### config.mk
export PLATFORM = sky130hd
export DESIGN_NAME = shadow_load_ctrl
export DESIGN_NICKNAME = d
export VERILOG_FILES = /design/src/rtl/shadow_load_pkg.sv /design/src/rtl/shadow_load_ctl.sv /design/src/rtl/shadow_load_dp.sv /design/src/rtl/shadow_load_ctrl.sv
export SDC_FILE = /design/constraint.sdc
export NUM_CORES = 1
export LEC_CHECK = 0
export ABC_CLOCK_PERIOD_IN_PS = 4170
export BUFFER_PORTS_ARGS = -buffer_cell sky130_fd_sc_hd__buf_2
export CELL_PAD_IN_SITES_DETAIL_PLACEMENT = 0
export CELL_PAD_IN_SITES_GLOBAL_PLACEMENT = 1
export CORE_MARGIN = 8
export CORE_UTILIZATION = 51
export DETAILED_ROUTE_END_ITERATION = 7
export HOLD_SLACK_MARGIN = 0.03
export PLACE_DENSITY = 0.95
export SLEW_MARGIN = 20
export SYNTH_ARGS = -nofsm -noshare
export SYNTH_HDL_FRONTEND = slang
export SYNTH_SLANG_ARGS = --single-unit
### constraint.sdc
create_clock -name clk -period 4.17 [get_ports clk]
set_input_delay 0.2085 -clock clk [delete_from_list [all_inputs] [get_ports clk]]
set_output_delay 0.2085 -clock clk [all_outputs]
set_load 0.02 [all_outputs]
### src/rtl/shadow_load_pkg.sv
package shadow_load_pkg;

  typedef enum logic [1:0] {
    LOAD_NOW      = 2'b00,
    LOAD_AT_MATCH = 2'b01,
    LOAD_AT_TRIG  = 2'b10,
    LOAD_AT_FIRST = 2'b11
  } loadMode_e;

  // strobes from control to datapath
  typedef struct packed {
    logic bufWrite;  // write select is in range
    logic load;      // copy all buffers into the active set this edge
  } ldStrobe_t;

endpackage

### src/rtl/shadow_load_ctl.sv
module shadow_load_ctl
  import shadow_load_pkg::*;
#(
  parameter int NREG  = 8,
  parameter int SEL_W = 4
) (
  input  logic             clk,
  input  logic             rstN,
  input  logic             enable,
  input  logic             armWr,
  input  logic [1:0]       loadMode,
  input  logic             modMatch,
  input  logic             trigEvent,
  input  logic             wrEn,
  input  logic [SEL_W-1:0] wrSel,
  output ldStrobe_t        strobe,
  output logic             pending
);

  localparam logic [SEL_W:0] REG_LIMIT = (SEL_W + 1)'(NREG);

  loadMode_e mode;
  logic      eventHit;

  assign mode = loadMode_e'(loadMode);

  always_comb begin
    case (mode)
      LOAD_NOW:      eventHit = 1'b1;
      LOAD_AT_MATCH: eventHit = modMatch;
      LOAD_AT_TRIG:  eventHit = trigEvent;
      default:       eventHit = modMatch | trigEvent;
    endcase
  end

  assign strobe.load     = pending & enable & eventHit;
  assign strobe.bufWrite = wrEn & ({1'b0, wrSel} < REG_LIMIT);

  always_ff @(posedge clk or negedge rstN) begin
    if (!rstN)        pending <= 1'b0;
    else if (!enable) pending <= 1'b0;
    else              pending <= (pending & ~strobe.load) | armWr;
  end

  assert_arm_gated_R2: assert property (@(posedge clk) disable iff (!rstN)
    !pending && !(armWr && enable) |=> !pending);

  assert_now_clears_R3: assert property (@(posedge clk) disable iff (!rstN)
    pending && enable && loadMode == 2'b00 && !armWr |=> !pending);

  assert_match_waits_R4: assert property (@(posedge clk) disable iff (!rstN)
    pending && enable && loadMode == 2'b01 && !modMatch |=> pending);

  assert_trig_waits_R5: assert property (@(posedge clk) disable iff (!rstN)
    pending && enable && loadMode == 2'b10 && !trigEvent |=> pending);

  assert_first_waits_R6: assert property (@(posedge clk) disable iff (!rstN)
    pending && enable && loadMode == 2'b11 && !modMatch && !trigEvent |=> pending);

  assert_disable_cancels_R10: assert property (@(posedge clk) disable iff (!rstN)
    !enable |=> !pending);

endmodule

### src/rtl/shadow_load_dp.sv
module shadow_load_dp
  import shadow_load_pkg::*;
#(
  parameter int DATA_W = 16,
  parameter int NREG   = 8,
  parameter int SEL_W  = 4
) (
  input  logic                   clk,
  input  logic                   rstN,
  input  ldStrobe_t              strobe,
  input  logic [SEL_W-1:0]       wrSel,
  input  logic [DATA_W-1:0]      wrData,
  output logic [NREG*DATA_W-1:0] activeAll
);

  for (genvar i = 0; i < NREG; i++) begin : g_reg
    logic [DATA_W-1:0] bufQ;
    logic [DATA_W-1:0] bufD;
    logic [DATA_W-1:0] actQ;
    logic              hit;

    assign hit  = strobe.bufWrite && (wrSel == SEL_W'(i));
    // same-cycle write is forwarded into the copy
    assign bufD = hit ? wrData : bufQ;

    always_ff @(posedge clk or negedge rstN) begin
      if (!rstN) begin
        bufQ <= '0;
        actQ <= '0;
      end else begin
        bufQ <= bufD;
        if (strobe.load) actQ <= bufD;
      end
    end

    assign activeAll[i*DATA_W +: DATA_W] = actQ;
  end

  assert_hold_without_load_R7: assert property (@(posedge clk) disable iff (!rstN)
    !strobe.load |=> $stable(activeAll));

endmodule

### src/rtl/shadow_load_ctrl.sv
module shadow_load_ctrl
  import shadow_load_pkg::*;
#(
  parameter int DATA_W  = 16,
  parameter int NUM_CH  = 2,
  parameter int NUM_PRE = 2,
  parameter int NUM_PO  = 2,
  localparam int NDLY   = NUM_CH * NUM_PRE,
  localparam int NREG   = 2 + NDLY + NUM_PO,
  localparam int SEL_W  = $clog2(NREG) + 1
) (
  input  logic                     clk,
  input  logic                     rstN,
  input  logic                     enable,
  input  logic                     wrEn,
  input  logic [SEL_W-1:0]         wrSel,
  input  logic [DATA_W-1:0]        wrData,
  input  logic                     armWr,
  input  logic [1:0]               loadMode,
  input  logic                     modMatch,
  input  logic                     trigEvent,
  output logic                     loadPending,
  output logic [DATA_W-1:0]        activeMod,
  output logic [DATA_W-1:0]        activeIdly,
  output logic [NDLY*DATA_W-1:0]   activeChDly,
  output logic [NUM_PO*DATA_W-1:0] activePoDly
);

  ldStrobe_t               strobe;
  logic [NREG*DATA_W-1:0]  activeAll;

  shadow_load_ctl #(.NREG(NREG), .SEL_W(SEL_W)) u_ctl (
    .clk(clk), .rstN(rstN), .enable(enable), .armWr(armWr),
    .loadMode(loadMode), .modMatch(modMatch), .trigEvent(trigEvent),
    .wrEn(wrEn), .wrSel(wrSel), .strobe(strobe), .pending(loadPending)
  );

  shadow_load_dp #(.DATA_W(DATA_W), .NREG(NREG), .SEL_W(SEL_W)) u_dp (
    .clk(clk), .rstN(rstN), .strobe(strobe), .wrSel(wrSel),
    .wrData(wrData), .activeAll(activeAll)
  );

  assign activeMod   = activeAll[0 +: DATA_W];
  assign activeIdly  = activeAll[DATA_W +: DATA_W];
  assign activeChDly = activeAll[2*DATA_W +: NDLY*DATA_W];
  assign activePoDly = activeAll[(2+NDLY)*DATA_W +: NUM_PO*DATA_W];

endmodule

==> results.sh, run 1 <==
export IMPL_synth_top_area_share_pct=66.4
export IMPL_numCtsBuffers=26
export IMPL_die_w_um=154
export IMPL_critical_path_cell_chain="nand2_1 -> a21oi_4 -> buf_4 -> mux2_2"
export IMPL_antenna_found_initial=0
export IMPL_ys_ff_latch=257
export IMPL_synth_avg_cell_area_um2=17.4
export IMPL_drcViolationCount=0
export IMPL_start_util_pct=51.9
export IMPL_hold_path_class="input pin to register"
export IMPL_ys_seq_area_share_pct=66.4
export IMPL_synth_nets=587
export IMPL_synth_simple_area_share_pct=1.38
export IMPL_cts_num_sinks=257
export IMPL_antennaDiodeCount=0
export IMPL_cts_hold_buf=3
export IMPL_cts_repair_resized=0
export IMPL_synth_area_leaders="dfrtp_1 66%, mux2_2 27%, mux2_4 3.1%, buf_2 0.98%, nor3b_2 0.26%"
export IMPL_synthMuxAreaShare_pct=30.5
export IMPL_power_mw=8.52
export IMPL_post_synth_inst_count=558
export IMPL_cp_required_ns=4.56
export IMPL_peakVddDrop_mv=0.443
export IMPL_min_period_over_period_pct=51.7
export IMPL_gp_congestion=0.781
export IMPL_drv_slew=0
export IMPL_p_leak_nw=5.66
export IMPL_worst_path_max_fanout=29
export IMPL_core_area_um2=18600
export IMPL_start_kind="register"
export IMPL_finClkSkew_ns=0.0123
export IMPL_grt_overflow=0
export IMPL_crit_path_top_delay_cell="a21oi_4"
export IMPL_max_freq_mhz=464
export IMPL_synth_top_family_by_area="multiplexers"
export IMPL_rsz0062_at_grt="false"
export IMPL_wl_per_cell_um=21.3
export IMPL_post_route_min_period_ns=2.15
export IMPL_crit_type="register to register"
export IMPL_dr_pass1_iters=4
export IMPL_die_area_um2=23700
export IMPL_final_hold_violation_count=0
export IMPL_finalSetupViolations=0
export IMPL_relSlewSlack_pct=33.5
export IMPL_routed_wl_mm=21.0
export IMPL_yosysWarnings=0
export IMPL_syn_area_um2=9680
export IMPL_post_cts_setup_buffers=0
export IMPL_synth_xor_area_share_pct=0
export IMPL_layout_commonest_cell="dfrtp_1"
export IMPL_rows=50
export IMPL_grt_pass1_wl_mm=33.9
export IMPL_yosys_area_top_type="dfrtp_1"
export IMPL_io_pins=158
export IMPL_root_buffer="clkbuf_16"
export IMPL_cts_tree="yes"
export IMPL_synth_cell_types=21
export IMPL_cp_arrival_ns=2.54
export IMPL_grt_pass1_vias=5989
export IMPL_clk_pin_slew_worst_paths_ns=0.06
export IMPL_final_cell_mix="257 x dfrtp_1, 236 x mux2_2, 156 x buf_2"
export IMPL_cts_htree_levels=1
export IMPL_setup_tns_ns=0
export IMPL_die_y_um=154
export IMPL_cp_slowest_stage_delay_ns=0.76
export IMPL_port_buffers=157
export IMPL_clk_latency_ns=0.51
export IMPL_grt_max_degree=128
export IMPL_synth_adder_area_share_pct=0
export IMPL_clock_path_buffers=3
export IMPL_vias=5275
export IMPL_nets=759
export IMPL_cp_end_kind="register"
export IMPL_outcome="finished clean"
export IMPL_gr_usage_all_layers_pct=17.9
export IMPL_drive_gt1_share_pct=63.6
export IMPL_detail_route_vias_per_cell=5.36
export IMPL_maxCapViolCount=0
export IMPL_nFillCells=1342
export IMPL_ant_nets=0
export IMPL_area_growth_pct=21.4
export IMPL_power_density_nw_per_um2=725
export IMPL_synth_compound_area_share_pct=0.168
export IMPL_post_dp_hpwl_mm=14.1
export IMPL_drt_iter0_markers=170
export IMPL_worst_pin_slew_ns=0.995
[power breakdown]
| group | switching [mW] | internal, mW |
|---|---|---|
| clock | 0.930 | 1.68 |
| sequential | 0.380 | 3.28 |
| combinational | 1.26 | 0.986 |
| total | 2.57 | 5.95 |
[Yosys cell counts (all sizes together)]
master	count
nor3b	3
nand2	4
nor2b	1
nor2	3
clkbuf	3
a31oi	1
and3	1
or3	1
a21oi	2
buf	23
dfrtp	257
mux2	256
nand3b	3
[stage by stage]
stage	hold WS [ns]	instances	instance area (um2)	setup slack (ns)	utilization (%)
3_3_place_gp	0.176	933	10700	1.98	57.6
4_1_cts	0.0789	984	11800	1.98	63.1
2_1_floorplan	-0.0871	558	9680	2.42	-
5_1_grt	0.0937	984	11800	1.89	63.1
6_report	0.103	984	11800	2.02	63.1
3_5_place_dp	0.188	933	10700	1.91	57.6
[metal layers]
metal / track usage (%) / part of all wire [%] / vias up
met3: 4.20 / 5.2 / 24
met1: 23.2 / 45 / 2799
met5: 0 / 0 / -
li1: - / - / 2321
met2: 30.4 / 49 / 131
met4: 3.13 / 1.1 / 0
[cells by family (layout without fill, tap and decap cells)]
family,after synthesis,after routing
flip-flops,257,257
multiplexers,256,256
AND/OR/NAND/NOR,16,16
buffers and inverters,26,218
AO/OA/AOI/OAI,3,3
[registers in the layout, indices dropped and copies added, names as in the netlist]
| register | cells |
|---|---|
| u_ctl.pending | 1 |
| u_dp.g.bufQ | 128 |
| u_dp.g.actQ | 128 |
[worst max-delay path: cells and delay by family (launching register included)]
kind | cells | cell delay (ns)
compound gates | 1 | 0.76
buf+inv | 1 | 0.42
flops | 1 | 0.37
mux | 1 | 0.37
simple gates | 1 | 0.09
[final timing paths]
kind	from	endpoint	slack (ns)	depth (start not counted)
setup / recovery	u_ctl.pending	u_dp.g_reg[6].actQ[3]	2.02	4
hold / removal	wrData[15]	u_dp.g_reg[6].bufQ[15]	0.10	2
setup reg to reg	u_ctl.pending	u_dp.g_reg[6].actQ[3]	2.02	4
hold reg to reg	u_dp.g_reg[0].bufQ[12]	u_dp.g_reg[0].bufQ[12]	0.49	1
max in group asynchronous	rstN	u_dp.g_reg[5].actQ[5]	2.73	3
min in group asynchronous	rstN	u_dp.g_reg[7].actQ[2]	0.25	2
[area by class of cell]
cell class	instances	area [um2]	area share, %
clock inverters	11	214	1.82
well taps	234	293	2.49
multi-input cells	275	3120	26.6
repair buffers	170	913	7.77
flip-flops and latches	257	6430	54.7
clock buffers	37	783	6.66
No activity file was read; power rests on OpenSTA's default activity.
==> inputs of run 2 (changes only) <==
--- a/config.mk
+++ b/config.mk
@@ -5,15 +5,15 @@
 export SDC_FILE = /design/constraint.sdc
 export NUM_CORES = 1
 export LEC_CHECK = 0
-export ABC_CLOCK_PERIOD_IN_PS = 4170
+export ABC_CLOCK_PERIOD_IN_PS = 1720
 export BUFFER_PORTS_ARGS = -buffer_cell sky130_fd_sc_hd__buf_2
 export CELL_PAD_IN_SITES_DETAIL_PLACEMENT = 0
 export CELL_PAD_IN_SITES_GLOBAL_PLACEMENT = 1
 export CORE_MARGIN = 8
-export CORE_UTILIZATION = 51
+export CORE_UTILIZATION = 43
 export DETAILED_ROUTE_END_ITERATION = 7
 export HOLD_SLACK_MARGIN = 0.03
-export PLACE_DENSITY = 0.95
+export PLACE_DENSITY = 0.86
 export SLEW_MARGIN = 20
 export SYNTH_ARGS = -nofsm -noshare
 export SYNTH_HDL_FRONTEND = slang
==> constraint.sdc (replaced) <==
create_clock -name clk -period 1.72 [get_ports clk]
set_input_delay 0.086 -clock clk [delete_from_list [all_inputs] [get_ports clk]]
set_output_delay 0.086 -clock clk [all_outputs]
set_load 0.02 [all_outputs]
==> run 2 against run 1 <==
  * Count of clock-buffer cells in the layout shrank 2
  * Critical endpoint is now u_dp.g_reg[4].actQ[8]
  * Clock skew down 0.0054 ns
  * Register-to-register slack worse by 1.9 ns
  * Clock power is 120% higher
==> results.sh, run 2 (synthesized netlist as in run 1, its figures left out) <==
export IMPL_outcome="finished clean"
export IMPL_area_growth_pct=23.9
export IMPL_dr_pass1_iters=4
export IMPL_min_period_over_period_pct=92.8
export IMPL_relSlewSlack_pct=67.9
export IMPL_clk_pin_slew_worst_paths_ns=0.06
export IMPL_core_area_um2=22400
export IMPL_finalSetupViolations=0
export IMPL_final_cell_mix="257 x dfrtp_1, 236 x mux2_2, 156 x buf_2"
export IMPL_drcViolationCount=0
export IMPL_antenna_found_initial=0
export IMPL_gr_usage_all_layers_pct=15.2
export IMPL_p_leak_nw=5.72
export IMPL_grt_pass1_wl_mm=33.6
export IMPL_cp_required_ns=2.11
export IMPL_vias=5305
export IMPL_crit_path_top_delay_cell="dlygate4sd3_1"
export IMPL_cts_tree="yes"
export IMPL_maxCapViolCount=0
export IMPL_ant_nets=0
export IMPL_start_util_pct=43.3
export IMPL_drt_iter0_markers=212
export IMPL_max_freq_mhz=627
export IMPL_root_buffer="clkbuf_16"
export IMPL_peakVddDrop_mv=0.901
export IMPL_critical_path_cell_chain="dlygate4sd3_1 -> buf_2 -> or3_1 -> buf_12 -> mux2_4 -> mux2_4"
export IMPL_grt_max_degree=61
export IMPL_drv_slew=0
export IMPL_post_cts_setup_buffers=0
export IMPL_wl_per_cell_um=19.9
export IMPL_critPathLaunch="wrSel[1]"
export IMPL_nets=778
export IMPL_worst_path_max_fanout=16
export IMPL_die_w_um=166
export IMPL_layout_commonest_cell="dfrtp_1"
export IMPL_rsz0062_at_grt="false"
export IMPL_grt_pass1_vias=5759
export IMPL_setup_tns_ns=0
export IMPL_clk_latency_ns=0.51
export IMPL_cts_htree_levels=1
export IMPL_cp_end_kind="register"
export IMPL_power_density_nw_per_um2=1670
export IMPL_routed_wl_mm=20.9
export IMPL_post_route_min_period_ns=1.60
export IMPL_gp_congestion=0.743
export IMPL_die_area_um2=27600
export IMPL_cp_arrival_ns=1.99
export IMPL_post_dp_hpwl_mm=14.1
export IMPL_nFillCells=1841
export IMPL_die_y_um=166
export IMPL_io_pins=158
export IMPL_antennaDiodeCount=0
export IMPL_numCtsBuffers=26
export IMPL_drive_gt1_share_pct=62.8
export IMPL_clock_path_buffers=3
export IMPL_finClkSkew_ns=0.00686
export IMPL_port_buffers=157
export IMPL_detail_route_vias_per_cell=5.04
export IMPL_min_from="wrData[9]"
export IMPL_critPathMostFrequentCell="mux2_4"
export IMPL_hold_path_class="input pin to register"
export IMPL_r2r_start="u_ctl.pending"
export IMPL_reg_top3="u_dp.g.actQ (128), u_dp.g.bufQ (128), u_ctl.pending (1)"
export IMPL_start_kind="input pin"
export IMPL_cp_slowest_stage_delay_ns=0.55
export IMPL_final_core_util_pct=53.6
export IMPL_crit_type="input pin to register"
export IMPL_cts_num_sinks=257
export IMPL_worst_pin_slew_ns=0.482
export IMPL_grt_overflow=0
export IMPL_rows=55
export IMPL_whs_ns=0.0478
export IMPL_final_hold_violation_count=0
[run 2: repair_timing]
| action | CTS | global route |
|---|---|---|
| endpoints found under the hold margin | 309 | 0 |
| hold buffers | 12 | 0 |
| resized for setup | 0 | 0 |
[run 2: metal layers]
layer	vias up	share of wire [%]	GRT usage [%]
li1	2361	-	-
met5	-	0	0
met2	130	46	23.9
met3	26	6.9	4.78
met1	2788	45	20.3
met4	0	1.5	3.28
[run 2: stage by stage]
step | setup WS [ns] | area, um2 | instances | power, mW
floorplan | 0.0111 | 9690 | 558 | 12.3
global placement | 0.0725 | 11000 | 994 | 14.3
detailed placement | 0.0459 | 11000 | 994 | 14.5
CTS | 0.149 | 12000 | 1052 | 20.4
global route | 0.0815 | 12000 | 1052 | 21.1
finish | 0.124 | 12000 | 1052 | 20.1
[run 2: final cells by class]
cell class,instances,area [um2],area share (%)
Timing Repair Buffer,189,1190,9.93
Clock inverter,11,164,1.37
Sequential cell,257,6430,53.6
Clock buffer,35,726,6.05
Tap cell,285,357,2.97
Multi-Input combinational cell,275,3130,26.1
[run 2: power breakdown]
| part | switching (mW) | leakage (nW) | internal, mW |
|---|---|---|---|
| Clock | 2.24 | 0.431 | 3.55 |
| Sequential | 0.869 | 3.18 | 7.96 |
| Combinational | 3.03 | 2.11 | 2.42 |
[run 2: path summary, 6_finish.rpt]
kind | to | slack [ns] | cells past startpoint
worst max-delay path | u_dp.g_reg[4].actQ[8] | 0.12 | 6
worst min-delay path | u_dp.g_reg[4].bufQ[9] | 0.05 | 2
worst max register to register | u_dp.g_reg[2].actQ[7] | 0.15 | 4
worst min register to register | u_dp.g_reg[1].bufQ[1] | 0.49 | 1
max in group asynchronous | u_dp.g_reg[0].bufQ[9] | 0.91 | 3
min in group asynchronous | u_dp.g_reg[2].actQ[3] | 0.10 | 2
[run 2: critical path, delay by kind of cell]
kind,cells,cell delay (ns)
muxes,2,0.57
and+or+nand+nor,1,0.42
buffers and inverters,3,0.90
